[src/rtl/clkseq_pkg.sv]
package clkseq_pkg;

  localparam int ST_W = 4;
  localparam int MD_W = 2;
  localparam int NUM_TMR = 2;
  localparam int TMR_XTAL = 0;
  localparam int TMR_PLL = 1;

  typedef enum logic [ST_W-1:0] {
    ST_DOZE        = 4'd0,
    ST_XTAL_SETTLE = 4'd1,
    ST_SW_TO_XTAL  = 4'd2,
    ST_SLOW        = 4'd3,
    ST_SW_FROM_XT  = 4'd4,
    ST_PLL_SETTLE  = 4'd5,
    ST_SW_TO_PLL   = 4'd6,
    ST_NORMAL      = 4'd7,
    ST_SW_FROM_PLL = 4'd8
  } seq_state_e;

  typedef enum logic [MD_W-1:0] {
    MR_DOZE   = 2'd0,
    MR_SLOW   = 2'd1,
    MR_NORMAL = 2'd2,
    MR_RSVD   = 2'd3
  } mode_code_e;

endpackage

[src/rtl/clkseq_timer.sv]
module clkseq_timer #(
  parameter int CNT_W = 16
) (
  input  logic             clk,
  input  logic             rst,
  input  logic             load,
  input  logic [CNT_W-1:0] load_val,
  output logic             expired
);

  logic [CNT_W-1:0] cnt_q;

  always_ff @(posedge clk) begin
    if (rst) begin
      cnt_q <= '0;
    end else if (load) begin
      cnt_q <= load_val;
    end else if (cnt_q != '0) begin
      cnt_q <= cnt_q - 1'b1;
    end
  end

  assign expired = (cnt_q == '0);

  AST_CNT_STEP: assert property (@(posedge clk) disable iff (rst)
    (!load && cnt_q != '0) |=> (cnt_q == $past(cnt_q) - 1'b1));

endmodule

[src/rtl/clkseq_fsm.sv]
module clkseq_fsm
  import clkseq_pkg::*;
(
  input  logic                 clk,
  input  logic                 rst,
  input  logic [MD_W-1:0]      mode_req,
  input  logic                 xtal_on,
  input  logic                 pll_on,
  input  logic                 xtal_sw_ack,
  input  logic                 pll_sw_ack,
  input  logic                 xtal_to_en,
  input  logic                 pll_to_en,
  input  logic [NUM_TMR-1:0]   tmr_expired,
  output seq_state_e           st_q,
  output seq_state_e           st_nxt,
  output logic [NUM_TMR-1:0]   tmr_load
);

  logic req_up, req_down_full, req_down_mid;

  assign req_up        = (mode_req == MR_SLOW) || (mode_req == MR_NORMAL);
  assign req_down_full = (mode_req == MR_DOZE) || (mode_req == MR_SLOW);
  assign req_down_mid  = (mode_req == MR_DOZE);

  always_comb begin
    st_nxt = st_q;
    case (st_q)
      ST_DOZE:
        if (req_up) st_nxt = ST_XTAL_SETTLE;
      ST_XTAL_SETTLE:
        if (xtal_on || (xtal_to_en && tmr_expired[TMR_XTAL])) st_nxt = ST_SW_TO_XTAL;
      ST_SW_TO_XTAL:
        if (xtal_sw_ack) st_nxt = ST_SLOW;
      ST_SLOW:
        if (req_down_mid) st_nxt = ST_SW_FROM_XT;
        else if (mode_req == MR_NORMAL) st_nxt = ST_PLL_SETTLE;
      ST_SW_FROM_XT:
        if (!xtal_sw_ack) st_nxt = ST_DOZE;
      ST_PLL_SETTLE:
        if (pll_on && (!pll_to_en || tmr_expired[TMR_PLL])) st_nxt = ST_SW_TO_PLL;
      ST_SW_TO_PLL:
        if (pll_sw_ack) st_nxt = ST_NORMAL;
      ST_NORMAL:
        if (req_down_full) st_nxt = ST_SW_FROM_PLL;
      ST_SW_FROM_PLL:
        if (!pll_sw_ack) st_nxt = ST_SLOW;
      default:
        st_nxt = ST_DOZE;
    endcase
  end

  always_ff @(posedge clk) begin
    if (rst) st_q <= ST_DOZE;
    else     st_q <= st_nxt;
  end

  assign tmr_load[TMR_XTAL] = (st_nxt == ST_XTAL_SETTLE) && (st_q != ST_XTAL_SETTLE);
  assign tmr_load[TMR_PLL]  = (st_nxt == ST_PLL_SETTLE) && (st_q != ST_PLL_SETTLE);

  AST_XTAL_HOLD: assert property (@(posedge clk) disable iff (rst)
    (st_q == ST_XTAL_SETTLE && !xtal_on && !xtal_to_en) |=> (st_q == ST_XTAL_SETTLE));
  AST_XSW_WAIT: assert property (@(posedge clk) disable iff (rst)
    (st_q == ST_SW_TO_XTAL && !xtal_sw_ack) |=> (st_q == ST_SW_TO_XTAL));
  AST_XREL_WAIT: assert property (@(posedge clk) disable iff (rst)
    (st_q == ST_SW_FROM_XT && xtal_sw_ack) |=> (st_q == ST_SW_FROM_XT));
  AST_PLL_HOLD: assert property (@(posedge clk) disable iff (rst)
    (st_q == ST_PLL_SETTLE && !pll_on) |=> (st_q == ST_PLL_SETTLE));
  AST_PSW_WAIT: assert property (@(posedge clk) disable iff (rst)
    (st_q == ST_SW_TO_PLL && !pll_sw_ack) |=> (st_q == ST_SW_TO_PLL));
  AST_PREL_WAIT: assert property (@(posedge clk) disable iff (rst)
    (st_q == ST_SW_FROM_PLL && pll_sw_ack) |=> (st_q == ST_SW_FROM_PLL));
  AST_SETTLE_ORDER: assert property (@(posedge clk) disable iff (rst)
    (st_q == ST_PLL_SETTLE) |=> (st_q == ST_PLL_SETTLE || st_q == ST_SW_TO_PLL));

endmodule

[src/rtl/clkseq_outreg.sv]
module clkseq_outreg
  import clkseq_pkg::*;
(
  input  logic            clk,
  input  logic            rst,
  input  seq_state_e      st_nxt,
  output logic [MD_W-1:0] mode,
  output logic            osc_en,
  output logic            pll_en,
  output logic            sel_xtal_req,
  output logic            sel_pll_req
);

  logic osc_d, pll_d, selx_d, selp_d;

  always_comb begin
    osc_d  = (st_nxt != ST_DOZE);
    pll_d  = (st_nxt == ST_PLL_SETTLE) || (st_nxt == ST_SW_TO_PLL) ||
             (st_nxt == ST_NORMAL)     || (st_nxt == ST_SW_FROM_PLL);
    selp_d = (st_nxt == ST_SW_TO_PLL)  || (st_nxt == ST_NORMAL);
    selx_d = pll_d || (st_nxt == ST_SW_TO_XTAL) || (st_nxt == ST_SLOW);
  end

  always_ff @(posedge clk) begin
    if (rst) begin
      mode         <= MR_DOZE;
      osc_en       <= 1'b0;
      pll_en       <= 1'b0;
      sel_xtal_req <= 1'b0;
      sel_pll_req  <= 1'b0;
    end else begin
      osc_en       <= osc_d;
      pll_en       <= pll_d;
      sel_xtal_req <= selx_d;
      sel_pll_req  <= selp_d;
      case (st_nxt)
        ST_DOZE:   mode <= MR_DOZE;
        ST_SLOW:   mode <= MR_SLOW;
        ST_NORMAL: mode <= MR_NORMAL;
        default:   mode <= mode;
      endcase
    end
  end

  AST_PLL_NEEDS_OSC: assert property (@(posedge clk) disable iff (rst)
    pll_en |-> osc_en);
  AST_PSEL_NEEDS_XSEL: assert property (@(posedge clk) disable iff (rst)
    sel_pll_req |-> (sel_xtal_req && pll_en));
  AST_OSC_OFF_IN_DOZE: assert property (@(posedge clk) disable iff (rst)
    $fell(osc_en) |-> (mode == MR_DOZE));

endmodule

[src/rtl/clkseq_top.sv]
module clkseq_top
  import clkseq_pkg::*;
#(
  parameter int CNT_W = 16
) (
  input  logic             clk,
  input  logic             rst,
  input  logic [1:0]       mode_req,
  input  logic             xtal_on,
  input  logic             pll_on,
  input  logic             xtal_sw_ack,
  input  logic             pll_sw_ack,
  input  logic             xtal_to_en,
  input  logic             pll_to_en,
  input  logic [CNT_W-1:0] xtal_settle,
  input  logic [CNT_W-1:0] pll_settle,
  output logic [1:0]       mode,
  output logic [3:0]       state,
  output logic             osc_en,
  output logic             pll_en,
  output logic             sel_xtal_req,
  output logic             sel_pll_req
);

  seq_state_e         st_q, st_nxt;
  logic [NUM_TMR-1:0] tmr_load, tmr_expired;
  logic [CNT_W-1:0]   tmr_val [NUM_TMR];

  assign tmr_val[TMR_XTAL] = xtal_settle;
  assign tmr_val[TMR_PLL]  = pll_settle;

  clkseq_fsm u_fsm (
    .clk         (clk),
    .rst         (rst),
    .mode_req    (mode_req),
    .xtal_on     (xtal_on),
    .pll_on      (pll_on),
    .xtal_sw_ack (xtal_sw_ack),
    .pll_sw_ack  (pll_sw_ack),
    .xtal_to_en  (xtal_to_en),
    .pll_to_en   (pll_to_en),
    .tmr_expired (tmr_expired),
    .st_q        (st_q),
    .st_nxt      (st_nxt),
    .tmr_load    (tmr_load)
  );

  for (genvar g = 0; g < NUM_TMR; g++) begin : g_tmr
    clkseq_timer #(.CNT_W(CNT_W)) u_tmr (
      .clk      (clk),
      .rst      (rst),
      .load     (tmr_load[g]),
      .load_val (tmr_val[g]),
      .expired  (tmr_expired[g])
    );
  end

  clkseq_outreg u_out (
    .clk          (clk),
    .rst          (rst),
    .st_nxt       (st_nxt),
    .mode         (mode),
    .osc_en       (osc_en),
    .pll_en       (pll_en),
    .sel_xtal_req (sel_xtal_req),
    .sel_pll_req  (sel_pll_req)
  );

  assign state = st_q;

  AST_STABLE_HOLD: assert property (@(posedge clk) disable iff (rst)
    (st_q == ST_SLOW && mode_req == MR_SLOW) |=> (st_q == ST_SLOW));

endmodule

[config.mk]
export PLATFORM = sky130hd
export DESIGN_NAME = clkseq_top
export DESIGN_NICKNAME = d
export VERILOG_FILES = /design/src/rtl/clkseq_pkg.sv /design/src/rtl/clkseq_timer.sv /design/src/rtl/clkseq_fsm.sv /design/src/rtl/clkseq_outreg.sv /design/src/rtl/clkseq_top.sv
export SDC_FILE = /design/constraint.sdc
export NUM_CORES = 1
export LEC_CHECK = 0
export CORE_AREA = 2 2 78 80
export CTS_CLUSTER_DIAMETER = 100
export DETAILED_ROUTE_END_ITERATION = 10
export DIE_AREA = 0 0 80 82
export PLACE_DENSITY_LB_ADDON = 0.05
export SYNTH_ARGS = -nofsm -noshare
export SYNTH_HDL_FRONTEND = slang
export SYNTH_HIERARCHICAL = 1
export SYNTH_SLANG_ARGS = --single-unit
[constraint.sdc]
create_clock -name clk -period 2.81 [get_ports clk]
set_input_delay 0.562 -clock clk [delete_from_list [all_inputs] [get_ports clk]]
set_output_delay 0.562 -clock clk [all_outputs]
set_load 0.02 [all_outputs]
=== After elaboration in Yosys (flattened, before gate mapping) ===
Cells that the tools add are included.

* Memories kept: 0
* Memory bits (writable): 0
* Word-level logic and storage cells: 71
* ROM bits: 0
* Bits of input ports: 42
* Output and inout bits: 10
* Bits in latches: 0
* Register bits: 42

* Divide/modulo/power cells: 0
* Add/subtract/negate cells: 2
* Order comparisons: 0
* Multiply operators: 0
* Reduce and logical (&&, ||, !) cells: 26
* Bitwise operators: 0
* Shifts and indexed selects: 0
* Eq/ne operators: 19
* Muxes and demuxes: 16

{| class="wikitable"
|+ Operators by type and width
! operator !! number
|-
| $mux W16 || 4
|-
| $mux W4 || 10
|-
| $pmux W4 S9 || 1
|-
| $logic_not A16 Y1 || 2
|-
| $reduce_bool A16 Y1 || 2
|-
| $sub A16 B1 Y16 const B || 2
|-
| $eq A4 B3 Y1 const B || 7
|-
| $eq A4 B2 Y1 const B || 4
|-
| $logic_or A1 B1 Y1 || 10
|-
| $eq A4 B1 Y1 const B || 2
|-
| $eq A4 B4 Y1 const B || 2
|-
| $logic_not A4 Y1 || 2
|-
| $pmux W2 S3 || 1
|-
| $logic_and A1 B1 Y1 || 4
|-
| $ne A4 B1 Y1 const B || 1
|-
| $ne A4 B3 Y1 const B || 1
|-
| $reduce_bool A2 Y1 || 2
|-
| $reduce_bool A4 Y1 || 1
|-
| $reduce_bool A3 Y1 || 1
|-
| $eq A2 B1 Y1 const B || 1
|-
| $eq A2 B2 Y1 const B || 1
|-
| $logic_not A2 Y1 || 1
|-
| $logic_not A1 Y1 || 1
|}

=== Longest topological paths before layout ===
Gate-level depths: netlist of the first run.

* Depth in word-level cells: 11
* Depth in mapped cells: 13
* Depth with buffers taken out: 13

=== Modules after synthesis ===
Netlist of the first run, hierarchy kept.

{| class="wikitable"
|+ By module, submodules not included
! module !! seq. area each (um2) !! cells each !! area each (um2) !! times used
|-
| clkseq_timer at g_tmr[0].u_tmr || 320.3 || 116 || 964.7 || 1
|-
| clkseq_timer at g_tmr[1].u_tmr || 320.3 || 112 || 902.1 || 1
|-
| clkseq_fsm || 80.1 || 56 || 429.2 || 1
|-
| clkseq_outreg || 120.1 || 26 || 245.2 || 1
|}

=== Worst setup path after synthesis of the first run ===
OpenSTA, ideal clock, no wires.

* Kind: register to register
* Start point: reg g_tmr[0].u_tmr.cnt_q[0]
* End point: reg u_out.pll_en
* Setup slack: -0.261 ns
* Arrival time: 3.005 ns
* Setup time: 0.066 ns
* Data required time: 2.744 ns
* Stages on the path, launching flop included: 13
* Period minus slack after synthesis: 3.071 ns
* Path buffers: 0
* Cell sequence: dfxtp_1 inv_1 ha_1 or3b_2 or4_4 nor2_1 a21o_1 o22ai_1 a21oi_1 nand2_1 or3_4 or2_1 a21oi_2

* Longest elaborated chain between the ends: 9
* Elaborated cells on any way between the ends: 12
* Classes of those cells: eq/ne (4); mux (2); reduce/logical (6)

{| class="wikitable"
|+ RTL lines
! what !! RTL line !! source
|-
| from (decl) || clkseq_timer.sv:11 || <nowiki>logic [CNT_W-1:0] cnt_q;</nowiki>
|-
| from (signal assigned) || clkseq_timer.sv:17 || <nowiki>cnt_q <= load_val;</nowiki>
|-
| from (signal assigned) || clkseq_timer.sv:19 || <nowiki>cnt_q <= cnt_q - 1'b1;</nowiki>
|-
| $logic_not A16 Y1 (*) || clkseq_timer.sv:23 || <nowiki>assign expired = (cnt_q == '0);</nowiki>
|-
| via tmr_expired[0] || clkseq_top.sv:26 || <nowiki>logic [NUM_TMR-1:0] tmr_load, tmr_expired;</nowiki>
|-
| $logic_and A1 B1 Y1 (*) || clkseq_fsm.sv:31 || <nowiki>if (xtal_on || (xtal_to_en && tmr_expired[TMR_XTAL])) st_nxt = ST_SW_TO_XTAL;</nowiki>
|-
| $logic_or A1 B1 Y1 (*) || clkseq_fsm.sv:31 ||
|-
| $mux W4 (*) || clkseq_fsm.sv:31 ||
|-
| $pmux W4 S9 (*) || clkseq_fsm.sv:27 || <nowiki>case (st_q)</nowiki>
|-
| via st_nxt[0] || clkseq_top.sv:25 || <nowiki>seq_state_e st_q, st_nxt;</nowiki>
|-
| $eq A4 B3 Y1 || clkseq_outreg.sv:18 || <nowiki>pll_d = (st_nxt == ST_PLL_SETTLE) || (st_nxt == ST_SW_TO_PLL) ||</nowiki>
|-
| $logic_or A1 B1 Y1 (2 in series) || clkseq_outreg.sv:18 ||
|-
| $logic_or A1 B1 Y1 (*) || clkseq_outreg.sv:19 || <nowiki>(st_nxt == ST_NORMAL) || (st_nxt == ST_SW_FROM_PLL);</nowiki>
|-
| to (signal assigned) || clkseq_outreg.sv:33 || <nowiki>pll_en <= pll_d;</nowiki>
|-
| to (decl) || clkseq_outreg.sv:9 || <nowiki>output logic pll_en,</nowiki>
|}

The timed path passes the listed nets; every way through them passes the cells marked *.
A chain may end at the register's enable or synchronous reset.

=== Final worst setup path of the first run ===
* Start point: reg g_tmr[0].u_tmr.cnt_q[9]
* End point: reg u_out.pll_en

The elaborated chain is that of the path after synthesis.

==> results of run 1 <==
flip-flops by register name (all words and copies together) (netlist names):
name and cells:
u_fsm/st_q 4, u_out/sel_xtal_req 1, u_out/pll_en 1, u_out/mode 2, u_out/sel_pll_req 1, g_tmr.u_tmr/cnt_q 32
u_out/osc_en 1
kinds of logic (layout without fill, tap and decap cells):
kind of cell             Yosys count  after routing  share of synthesized area, %
AND/OR/NAND/NOR                  137            137                         30.43
AO/OA/AOI/OAI                     78             78                         21.17
flip-flops                        42             42                         33.09
buffers and inverters             25            111                         4.874
XOR/XNOR                          20             20                         6.893
adder cells (fa/ha/maj)            4              4                         1.970
multiplexers                       4              4                         1.576
routing by layer:
layer	routed length [µm]	global-route usage (%)	vias up
met5	0	0	-
met4	54	5.085	0
met3	208	3.956	4
met2	3142	35.08	49
met1	3014	26.44	1183
li1	-	-	1301
worst max-delay path: cells and delay by family, from the launching register on:
| kind | cells | cell delay, ns |
|---|---|---|
| AND/OR/NAND/NOR | 6 | 1.86 |
| AO/OA/AOI/OAI | 4 | 0.56 |
| flip-flops | 1 | 0.32 |
worst max-delay path by stage:
stage	endpoint	slack [ns]
final	u_out/pll_en	0.02
after global routing	u_out/pll_en	-0.08
after CTS	u_out/mode[1]	0.003
after detailed placement	g_tmr[1].u_tmr/cnt_q[15]	-0.15
after global placement	g_tmr[1].u_tmr/cnt_q[15]	-0.05
after floorplan	u_out/pll_en	-0.05
final cells by class:
type / instances / area [µm²] / share of cell area [%]
multi-input cells: 243 / 1685 / 46.93
inverters: 12 / 45.04 / 1.254
flip-flops and latches: 42 / 848.3 / 23.62
repair buffers: 91 / 827.0 / 23.03
well taps: 75 / 93.84 / 2.613
clock buffers: 7 / 86.33 / 2.404
clock inverters: 1 / 5.005 / 0.1394
metrics by stage:
step | utilization (%) | worst slack, ns | TNS (ns)
final | 62.50 | 0.01595 | 0
after global routing | 62.50 | -0.07760 | -0.1565
after floorplan | - | -0.05289 | -0.05289
after global placement | 59.26 | -0.05229 | -0.09633
after CTS | 60.95 | 0.003488 | 0
after detailed placement | 59.26 | -0.1498 | -0.8592
what timing repair did:
item,4_1_cts,5_1_grt
setup buffers,0,1
pin swaps,8,5
setup endpoints to repair,2,22
gates resized for setup,2,19
power breakdown:
group / internal (mW) / switching (mW) / leakage [nW]
clock: 0.199 / 0.204 / 0.0482
sequential: 0.797 / 0.191 / 0.346
combinational: 0.976 / 0.958 / 0.951
total: 1.97 / 1.35 / 1.35
Yosys cell counts (2+ instances only):
cell type  count
a22oi_1        2
a211oi_1       4
nor2_1        24
nand3_1        9
nand2b_1       5
nand2_1       40
o31a_1         3
o21ai_0       21
xnor2_1       11
dfxtp_1       42
or2_1          2
or4_4          2
mux2i_1        4
o22ai_1        2
nand4b_1       2
buf_6          3
a21oi_1       15
nor4_4         3
a21boi_0       2
o31ai_1        4
nor3_1        17
and3_1         2
o21ai_1        3
nor2b_1        5
nor4_1         5
or3_1          2
or4_2          2
nand4_1        4
clkbuf_1       6
a21o_1         2
inv_1         12
xor2_1         9
buf_2          2
nor4b_1        3
ha_1           4
a221oi_1       2
==> impl_results.md, run 1 <==
- Reg2Reg Depth: 10
- Number of flops mapped to enable cells by yosys: 0
- Placer Congestion: 0.9086
- Cell taking the most area after synthesis: dfxtp_1
- Unrepaired setup endpoints after global routing: true
- Initial Util: roughly 44%
- Max H-tree Level: 2
- Vias: around 2500
- Max clock buf depth: 2
- Tmin final: between 2 and 3 ns
- Setup CP Type: register to register
- # IOs: between 50 and 60
- Post-Syn Instances: 310
- DR iter-0 viols: 96
- Clk_lat worst skew: 0.29 ns
- Die area: between 6000 and 7000 µm²
- Die H: between 80 and 90 µm
- DRC: 0
- Syn_area_per_cell: between 8 and 9 µm²
- Max_cap viols: 0
- Slew Viols, Final: 0
- Placed cell count: about 460
- Total Power: approximately 3.3 mW
- Hold Startpoint: u_out/mode[0]
- Distinct cell type count after synthesis: 66
- Synthesis Warnings: 6
- Fin Hold WS: ~0.52 ns
- Pin count of the biggest net entering global routing: 16
- Least-Margin Pin Slew: ~1.0 ns
- Area grow syn2layout: 41.31%
- Placed Area: around 3400 µm²
- # clock sinks: 42
- Diode count: 0
- First-pass GRT wire length: between 10000 and 15000 µm
- Most common cell after layout, fill and taps aside: clkdlybuf4s50_1
- CP Launch Type: register
- Synth async-reset ratio: 0%
- Die Wd: 80 µm
- Initial antenna violation count: 0
- Hold Crit Depth: 2
- Fmax: between 300 and 400 MHz
- Worst Clk Skew: about 0.0044 ns
- Critical-path cell list: or4_4, or4_4, nor2_4, a21o_1, o22ai_2, a21oi_2, nand2_2, or3_4, or2_1, a21oi_2
- Post-route ant nets: 0
- CP max stage delay: 0.55 ns
- Share of layout cells above drive strength 1: about 22%
- Cell leakage power: approximately 1.3 nW
- Synthesized area: around 2500 µm²
- CP required: between 3 and 4 ns
- Global-route usage over all layers: between 20% and 30%
- Synth top area cells: dfxtp_1 (33%), nand2_1 (5.9%), o21ai_0 (4.1%)
- Non-filler instance count after layout: 471
- CP startpoint: g_tmr[0].u_tmr/cnt_q[9]
- Hold Crit Class: register to register
- Hpwl dp: roughly 4700 µm
- Outcome: finished, final reports clean
- Crit Path Max Fanout: 4
- Final net count: between 400 and 500
- Area share of the largest cell type after synthesis: between 30% and 40%
- Tcrit/Tclk final: about 99%
- Register area share after synthesis: between 30 and 40%
- Net Count, Synth: roughly 360
- R2R Setup Slk: approximately 0.016 ns
- Nature of the critical path endpoint: register
- Root Driver: clkbuf_8
- Core area: 5746 µm²
- CTS tree: done
- Worst r2r dst: u_out/pll_en
- Routed WL: 6419 µm
- Synth Flop Type: dfxtp_1
- Final hold vios: 0
- Pre-antenna DRT Iters: 4
- Clock transition at path regs: approximately 0.08 ns
- Setup violations, final: 0
- Avg WL per Cell: roughly 14 µm
- Power Density: 926.0 nW/µm²
- Total gr overflow: 0
- Hold Crit Endpoint: u_out/mode[0]
- #FFs+latches synth: 42
- CP max stage cell: or4_4
- CP arrival: roughly 3 ns
- Port Buffers: around 50
- Post-CTS Hold Fix Bufs: 0
- Slew headroom: a little under a third
- Row count: 28
- CTS buffer count: 5
- Filler Cells Inserted: around 540
- Vias/cell: around 5.4
- Worst vdd ir: about 0.00056 V
- Most frequent cells in the layout: clkdlybuf4s50_1 (51), nand2_1 (39), dfxtp_1 (38), buf_4 (38), nor2_1 (22)
- Design area: about 3600 µm²
- R2r startpoint: g_tmr[0].u_tmr/cnt_q[9]
- Vias in the first global route: between 2000 and 2500
(Power assumes the default switching activity.)
==> run 2, diff against run 1 <==
--- a/config.mk
+++ b/config.mk
@@ -5,10 +5,11 @@
 export SDC_FILE = /design/constraint.sdc
 export NUM_CORES = 1
 export LEC_CHECK = 0
-export CORE_AREA = 2 2 78 80
+export CORE_AREA = 2 2 96 98
 export CTS_CLUSTER_DIAMETER = 100
 export DETAILED_ROUTE_END_ITERATION = 10
-export DIE_AREA = 0 0 80 82
+export DIE_AREA = 0 0 98 100
+export GPL_TIMING_DRIVEN = 0
 export PLACE_DENSITY_LB_ADDON = 0.05
 export SYNTH_ARGS = -nofsm -noshare
 export SYNTH_HDL_FRONTEND = slang
==> run 2 against run 1 <==
- the flow now finishes with violations (setup timing)
- largest power group unchanged
- register-to-register slack got worse by 0.14 ns
- clock power rose by 6.7%
- final area fell by 2.5%
- via count fell by 3.9%
- sequential cell count did not move
==> impl_results.md, run 2 (synthesized netlist as in run 1, its figures left out) <==
- Total gr overflow: 0
- Slew headroom: 32.83%
- DP Worst Slack: -0.4133 ns
- Port Buffers: slightly above 50
- Final setup margin: -0.1197 ns
- R2R Setup Slk: -0.12 ns
- Crit Path Max Fanout: 7
- Pre-antenna DRT Iters: 4
- Vias: approximately 2400
- Avg WL per Cell: around 14 µm
- Multi-input logic area: between 1500 and 2000 µm²
- CP arrival: around 3.2 ns
- Least-Margin Pin Slew: approximately 1 ns
- Fmax: ~340 MHz
- CP required: 3.04 ns
- Top delay family on crit path: simple AND/OR/NAND/NOR gates
- Die H: roughly 100 µm
- Core area: about 8900 µm²
- Unrepaired setup endpoints after global routing: true
- Max_cap viols: 0
- Most frequent cells in the layout: clkdlybuf4s50_1 (51), nand2_1 (38), dfxtp_1 (37)
- Tcrit/Tclk final: 104.3%
- Violated checks: setup timing
- CP max stage delay: ~0.55 ns
- Slew Viols, Final: 0
- Max clock buf depth: 2
- CTS tree: done
- Vias in the first global route: 2341
- DRC: 0
- Setup CP Type: register to register
- CP startpoint: g_tmr[0].u_tmr/cnt_q[4]
- CP Launch Type: register
- Area grow syn2layout: 37.72%
- Routed WL: about 6700 µm
- Die area: around 10000 µm²
- Die Wd: between 90 and 100 µm
- Final hold vios: 0
- Most common cell after layout, fill and taps aside: clkdlybuf4s50_1
- Max H-tree Level: 2
- Global-route usage over all layers: 13.99%
- Root Driver: clkbuf_8
- Share of layout cells above drive strength 1: a little under a fifth
- Most used cell, CP: a21oi_2
- DR iter-0 viols: 111
- Crit path buffers/inverters: 1
- Tmin final: around 2.9 ns
- Cell leakage power: 1.250 nW
- Hpwl dp: ~4900 µm
- Diode count: 0
- CTS buffer count: 5
- Nature of the critical path endpoint: register
- Placer Congestion: between 0.7 and 0.8
- Outcome: finished, violations left
- Initial antenna violation count: 0
- # clock sinks: between 40 and 50
- Clock transition at path regs: ~0.090 ns
- Post-route ant nets: 0
- Initial Util: approximately 29%
- Final net count: between 400 and 500
- Final Util: about two fifths
- Hold Startpoint: u_out/mode[0]
- R2r startpoint: g_tmr[0].u_tmr/cnt_q[4]
- Setup violations, final: 4
- Placed Area: 3223 µm²
- Row count: 35
- Total Negative Setup Slacks: -0.2054 ns
- Worst Clk Skew: 0.01162 ns
- CP max stage cell: or4_4
- Sequential cell area: roughly 850 µm²
- Registers with the most flip-flops: g_tmr.u_tmr/cnt_q (32), u_fsm/st_q (4), u_out/mode (2)
- Design area: ~3500 µm²
- Largest Register: g_tmr.u_tmr/cnt_q
- First-pass GRT wire length: approximately 11000 µm
- Fin Hold WS: roughly 0.53 ns
- Hold Crit Class: register to register
- Clk_lat worst skew: 0.30 ns
- # IOs: 52
- Worst vdd ir: 0.0003811 V
- Critical-path cell list: or3_1, buf_6, or4_4, nor2_4, a21o_1, o22ai_2, a21oi_2, nand2_2, or3_4, or2_1, a21oi_2
- Filler Cells Inserted: between 900 and 1000
- Pin count of the biggest net entering global routing: 15
- Max reg flops: 32
- Post-CTS Hold Fix Bufs: 0
- Vias/cell: 4.986
- Power Density: 909.3 nW/µm²
==> run 2: cell count changes in the layout (fill, tap and decap cells not counted), moves of 3 or more <==
| cell | previous run | this run |
|---|---|---|
| a211oi_2 | 0 | 3 |
| buf_4 | 38 | 10 |
| buf_6 | 1 | 4 |
| nor3_1 | 16 | 13 |
| nor3_2 | 1 | 4 |
==> run 2: timing repair <==
action / 4_1_cts / 5_1_grt
pin swaps: 11 / 6
gates resized for setup: 11 / 23
buffers inserted: 9 / 0
gates cloned: 0 / 0
setup endpoints to repair: 23 / 23
==> run 2: worst reg2reg max path, stage by stage, from the launching register on <==
cell,delay [ns]
dfxtp_2,0.35
or3_1,0.38
buf_6,0.15
or4_4,0.55
nor2_4,0.11
a21o_1,0.19
o22ai_2,0.11
a21oi_2,0.17
nand2_2,0.08
or3_4,0.42
or2_1,0.23
a21oi_2,0.11
==> run 2: path summary, 6_finish.rpt <==
| check | end | cells after the start |
|---|---|---|
| setup / recovery | u_out/pll_en | 11 |
| hold reg to reg | u_out/mode[0] | 2 |
| setup reg to reg | u_out/pll_en | 11 |
| hold / removal | u_out/mode[0] | 2 |
==> run 2: layout make-up <==
cell class | count | share of cell area (%)
plain buffers | 13 | 2.717
clock buffers | 6 | 2.360
clock inverters | 2 | 0.3575
inverters | 12 | 1.287
multi-input cells | 243 | 48.41
flip-flops and latches | 42 | 24.28
well taps | 111 | 3.969
repair buffers | 60 | 16.62
==> run 2: through the flow <==
step	power, mW	instances
floorplan	2.244	310
global placement	2.626	472
detailed placement	2.626	472
CTS	3.158	489
global route	3.474	489
finish	3.182	489
==> run 2: where the power goes <==
part	switching (mW)	total (mW)	internal, mW	leakage [nW]
logic	0.888	1.73	0.837	0.857
registers	0.227	1.03	0.799	0.347
clock network	0.232	0.430	0.198	0.0472
total	1.35	3.18	1.83	1.25
==> run 2: routing by layer <==
layer	up-vias	track usage [%]	wire, µm
met1	1127	18.06	3143
met3	8	3.134	293
met2	38	23.71	3204
li1	1265	-	-
met4	0	3.739	61
met5	-	0	0
